File: config.mk
export PLATFORM = sky130hd
export DESIGN_NAME = log_remap_cam
export DESIGN_NICKNAME = d
export VERILOG_FILES = /design/src/rtl/lprc_pkg.sv /design/src/rtl/lprc_ctrl.sv /design/src/rtl/lprc_datapath.sv /design/src/rtl/log_remap_cam.sv
export SDC_FILE = /design/constraint.sdc
export NUM_CORES = 1
export LEC_CHECK = 0
export BUFFER_PORTS_ARGS = -buffer_cell sky130_fd_sc_hd__buf_2
export CAP_MARGIN = 20
export CORE_MARGIN = 2
export CORE_UTILIZATION = 45
export DETAILED_ROUTE_END_ITERATION = 10
export PLACE_DENSITY = 0.77
export SYNTH_ARGS = -nofsm -noshare
export SYNTH_HDL_FRONTEND = slang
export SYNTH_SLANG_ARGS = --single-unit
File: constraint.sdc
create_clock -name clk -period 2.15 [get_ports clk]
set_input_delay 0.645 -clock clk [delete_from_list [all_inputs] [get_ports clk]]
set_output_delay 0.645 -clock clk [all_outputs]
set_load 0.01 [all_outputs]
File: src/rtl/lprc_pkg.sv
package lprc_pkg;
  // strobes from the sequencer to the table datapath
  typedef struct packed {
    logic precharge; // capture request, force all match lines to no-select
    logic evaluate;  // apply the compare, release matching line
    logic commit;    // result cycle; write updates table at its end
  } camStrobe_t;

  typedef enum logic [1:0] {
    ST_IDLE = 2'd0,
    ST_PRE  = 2'd1,
    ST_EVAL = 2'd2
  } camState_t;
endpackage

File: src/rtl/lprc_ctrl.sv
module lprc_ctrl
  import lprc_pkg::*;
(
  input  logic       clk,
  input  logic       rstN,
  input  logic       reqValid,
  output logic       reqReady,
  output logic       done,
  output camStrobe_t strobe
);
  camState_t state, stateNext;

  always_comb begin
    stateNext = state;
    unique case (state)
      ST_IDLE: if (reqValid) stateNext = ST_PRE;
      ST_PRE:  stateNext = ST_EVAL;
      ST_EVAL: stateNext = ST_IDLE;
      default: stateNext = ST_IDLE;
    endcase
  end

  always_ff @(posedge clk) begin
    if (!rstN) state <= ST_IDLE;
    else       state <= stateNext;
  end

  assign reqReady         = (state == ST_IDLE);
  assign done             = (state == ST_EVAL);
  assign strobe.precharge = (state == ST_IDLE) && reqValid;
  assign strobe.evaluate  = (state == ST_PRE);
  assign strobe.commit    = (state == ST_EVAL);
endmodule

File: src/rtl/lprc_datapath.sv
module lprc_datapath
  import lprc_pkg::*;
#(
  parameter int BLK_W = 4,
  parameter int PAGE_W = 3,
  parameter logic [BLK_W-1:0] LOG_BLOCK = '1,
  localparam int NUM = 1 << PAGE_W,
  localparam int ROW_W = BLK_W + PAGE_W,
  localparam int PTR_W = PAGE_W + 1
)(
  input  logic              clk,
  input  logic              rstN,
  input  camStrobe_t        strobe,
  input  logic              reqWrite,
  input  logic [BLK_W-1:0]  reqBlock,
  input  logic [PAGE_W-1:0] reqPage,
  output logic [ROW_W-1:0]  rowSel,
  output logic              hit,
  output logic              full,
  output logic [NUM-1:0]    matchLine,
  output logic [PTR_W-1:0]  freePtr
);
  logic              latWrite;
  logic [BLK_W-1:0]  latBlock;
  logic [PAGE_W-1:0] latPage;
  logic [NUM-1:0]    cmpHit;
  logic [NUM-1:0]    entryValid;
  logic [PAGE_W-1:0] hitIdx;
  logic              doWrite;

  assign full    = (freePtr == PTR_W'(NUM));
  assign doWrite = strobe.commit && latWrite && !full;

  // request capture
  always_ff @(posedge clk) begin
    if (!rstN) begin
      latWrite <= 1'b0;
      latBlock <= '0;
      latPage  <= '0;
    end else if (strobe.precharge) begin
      latWrite <= reqWrite;
      latBlock <= reqBlock;
      latPage  <= reqPage;
    end
  end

  // one entry per physical log page
  for (genvar g = 0; g < NUM; g++) begin : gEntry
    logic              vld;
    logic [PAGE_W-1:0] tag;
    always_ff @(posedge clk) begin
      if (!rstN) begin
        vld <= 1'b0;
        tag <= '0;
      end else if (doWrite) begin
        if (freePtr[PAGE_W-1:0] == PAGE_W'(g)) begin
          vld <= 1'b1;
          tag <= latPage;
        end else if (matchLine[g]) begin
          vld <= 1'b0; // superseded by the newer mapping
        end
      end
    end
    assign entryValid[g] = vld;
    assign cmpHit[g]     = vld && (tag == latPage);
  end

  // two-phase match lines
  always_ff @(posedge clk) begin
    if (!rstN)                 matchLine <= '0;
    else if (strobe.precharge) matchLine <= '0;
    else if (strobe.evaluate)  matchLine <= cmpHit;
  end

  // in-order free-page pointer
  always_ff @(posedge clk) begin
    if (!rstN)        freePtr <= '0;
    else if (doWrite) freePtr <= freePtr + PTR_W'(1);
  end

  always_comb begin
    hitIdx = '0;
    for (int i = 0; i < NUM; i++)
      if (matchLine[i]) hitIdx = PAGE_W'(i);
  end

  always_comb begin
    rowSel = '0;
    hit    = 1'b0;
    if (strobe.commit) begin
      if (latWrite) begin
        hit    = !full;
        rowSel = full ? {latBlock, latPage} : {LOG_BLOCK, freePtr[PAGE_W-1:0]};
      end else begin
        hit    = |matchLine;
        rowSel = (|matchLine) ? {LOG_BLOCK, hitIdx} : {latBlock, latPage};
      end
    end
  end

  logic unusedValid;
  assign unusedValid = ^entryValid;
endmodule

File: src/rtl/log_remap_cam.sv
module log_remap_cam
  import lprc_pkg::*;
#(
  parameter int BLK_W = 4,
  parameter int PAGE_W = 3,
  parameter logic [BLK_W-1:0] LOG_BLOCK = '1,
  localparam int NUM = 1 << PAGE_W,
  localparam int ROW_W = BLK_W + PAGE_W,
  localparam int PTR_W = PAGE_W + 1
)(
  input  logic              clk,
  input  logic              rstN,
  input  logic              reqValid,
  output logic              reqReady,
  input  logic              reqWrite,
  input  logic [BLK_W-1:0]  reqBlock,
  input  logic [PAGE_W-1:0] reqPage,
  output logic [ROW_W-1:0]  rowSel,
  output logic              hit,
  output logic              full,
  output logic              done
);
  camStrobe_t       strobe;
  logic [NUM-1:0]   matchLineW;
  logic [PTR_W-1:0] freePtrW;

  lprc_ctrl u_ctrl (
    .clk(clk), .rstN(rstN), .reqValid(reqValid),
    .reqReady(reqReady), .done(done), .strobe(strobe)
  );

  lprc_datapath #(.BLK_W(BLK_W), .PAGE_W(PAGE_W), .LOG_BLOCK(LOG_BLOCK)) u_dp (
    .clk(clk), .rstN(rstN), .strobe(strobe),
    .reqWrite(reqWrite), .reqBlock(reqBlock), .reqPage(reqPage),
    .rowSel(rowSel), .hit(hit), .full(full),
    .matchLine(matchLineW), .freePtr(freePtrW)
  );
endmodule

==> reports/results.ini <==
[job]
cap_viol_max_count = 0

[routing]
drc = 0
ant_nets = 0
avgViaCountPerCell = 5.36
num_vias = 2110
drt_iter0_markers = 142
wl_um = 5830
dr.pass1.iters = 4
wl_per_cell_um = 14.8

[timing]
fin_crit_sh_pct = 108
finalSetupViolations = 9
setup_slack_ps = -169
fin_tns_setup_ps = -1180
grt_setup_unrepaired = true
fin_hold_ws_ps = 469
clock_skew_ps = 4.24
fmax_ghz = 0.431
finalHoldViolCount = 0
finalMaxSlewViolations = 0
relSlewSlack_pct = 48.4
max_slew.worst_pin.slew_ps = 773
fin_crit_ps = 2320

[run_status]
status = finished, violations left
violations = negative setup slack

[placed_design]
gp_congestion = 0.862
postPlaceCellArea_um2 = 2820
placed_cells = 379
place_ws_ps = 67.1
dp_hpwl_um = 4030
io_buffers = 21

[floorplan]
die_x_um = 80.1
start_util_pct = 47.1
ioPinCount = 22
fp.dieH_um = 80.1
die-area_um2 = 6420
rows = 27
coreArea_um2 = 5540

[critical_path]
worstSetupPathType = flip-flop to output port
worstSetupEndpointType = output port
start_kind = flip-flop
critPathRequiredTime_ps = 1500
crit_arrival_ps = 1670
worst-path-max-fanout = 5
crit_slowest_cell = dfxtp_2
crit_path_cell_trace = inv_2 > ha_4 > nand3b_1 > buf_4 > nand2_4 > a21oi_4 > a21o_1 > buf_2
cp_slowest_stage_delay_ps = 340

[clock_network]
clk_pin_slew_worst_paths_ps = 90
cts_tree = yes
cts_root_buf = clkbuf_8
cts_buffers = 5
clock_latency_ps = 300
cts.sinks = 54
clockBufferDepth = 2
htreeDepth = 2

[grt]
grt_pass1_vias = 2079
grt_pass1_wl_um = 9640
grt_use_total_pct = 19.4
antenna_found_initial = 0
gr-total-overflow = 0
grt_max_degree = 19

[synthesis]
avgSynthCellArea_um2 = 8.93
synth_warnings = 0
synth-seq-cells = 54
ys_types = 37
async_reset_ff_share_pct = 0
synthesis.nets = 309
netlist_area_um2 = 2610
ys_seq_area_share_pct = 41.5
syn_inst = 292
synth_edf_count = 0
ys.flop_type = dfxtp_1

[cells_and_area]
seq_area_um2 = 1090
area_delta_synth_final_pct = 16.5
multi_input_area_um2 = 1460
drive_gt1_share_pct = 22.4
antenna_cells = 0
layout_commonest_cell = dfxtp_1
nFillCells = 486
layout.nets = 339
instances_no_fill = 394
finalInstanceArea_um2 = 3040
layout_common_cells = dfxtp_1, nand2_1, buf_4, buf_2, a21boi_0

[min_path]
hp-class = flip-flop to flip-flop

[power]
ir_drop_uv = 234
power_density_nw_per_um2 = 566
p_leak_nw = 1.28

[cell usage after synthesis (all sizes together) (2+ instances only)]
cell     n  area share [%]
a21boi  19             5.5
a21o     5             1.4
a21oi   12             2.3
a22o     7             2.4
a311oi   2            0.67
and2     4             1.1
and3     4             1.5
buf     10             3.1
clkbuf  12             1.7
dfxtp   54              41
ha       6             2.9
inv      7             1.0
mux2i   15             5.8
nand2   45             6.5
nand3   16             3.1
nand4    8             1.9
nor2    12             1.7
nor2b    8             1.9
nor4     3            0.72
o21a     4             1.2
o21ai    3            0.58
xnor2    9             3.0
xor2    16             5.4
[power breakdown]
part	internal (mW)	switching (mW)
clock	0.225	0.313
sequential	1.01	0.0151
combinational	0.0635	0.0904
total	1.30	0.419
[cell families after synthesis]
family,share of synthesized area [%]
mux,5.76
flops,41.5
xor+xnor,8.40
simple gates,20.2
buf+inv,5.85
compound gates,15.5
fa+ha+maj,2.88
[metrics by stage]
| stage | total power [mW] | util [%] |
|---|---|---|
| 2_1_floorplan | 1.15 | - |
| 3_3_place_gp | 1.19 | 50.8 |
| 3_5_place_dp | 1.19 | 50.8 |
| 4_1_cts | 1.72 | 54.2 |
| 5_1_grt | 1.78 | 54.8 |
| 6_report | 1.72 | 54.8 |
[state kept, by name, indices dropped and copies added, names as in the netlist]
register         count
u_ctrl.state         2
u_dp.freePtr         4
u_dp.gEntry.tag     24
u_dp.gEntry.vld      8
u_dp.latBlock        4
u_dp.latPage         3
u_dp.latWrite        1
u_dp.matchLine       8
[layer usage]
metal / track usage, % / vias up / part of all wire, %
li1: - / 1052 / -
met1: 24.7 / 1011 / 47
met2: 31.9 / 37 / 47
met3: 4.49 / 10 / 4.1
met4: 6.95 / 0 / 1.3
met5: 0 / - / 0
[path summary, 6_finish.rpt]
path / from / end / slack [ps] / depth (start not counted)
worst min register to register: u_dp.gEntry[2].vld / u_dp.matchLine[2] / 470 / 2
worst max-delay path: u_dp.freePtr[1] / rowSel[6] / -170 / 8
worst max register to register: u_dp.freePtr[0] / u_dp.gEntry[0].vld / 370 / 9
worst min-delay path: u_dp.gEntry[2].vld / u_dp.matchLine[2] / 470 / 2
[cell type report]
cell class                      count  share of cell area (%)
Tap cell                           72                    2.97
Sequential cell                    54                    35.8
Clock buffer                        7                    2.51
Inverter                            7                   0.865
Multi-Input combinational cell    209                    48.0
Timing Repair Buffer               45                    9.85
[critical path, delay by kind of cell (launching register included)]
family,cells,cell delay (ps)
fa+ha+maj,1,150
compound gates,2,330
simple gates,2,220
flops,1,340
buf+inv,3,330
[timing repair]
action                     4_1_cts  5_1_grt
resized for setup               18        6
setup endpoints to repair        8        9
buffers inserted                 8        1
pin swaps                        7        4
hold buffers                     0        0
(Power assumes the default switching activity.)
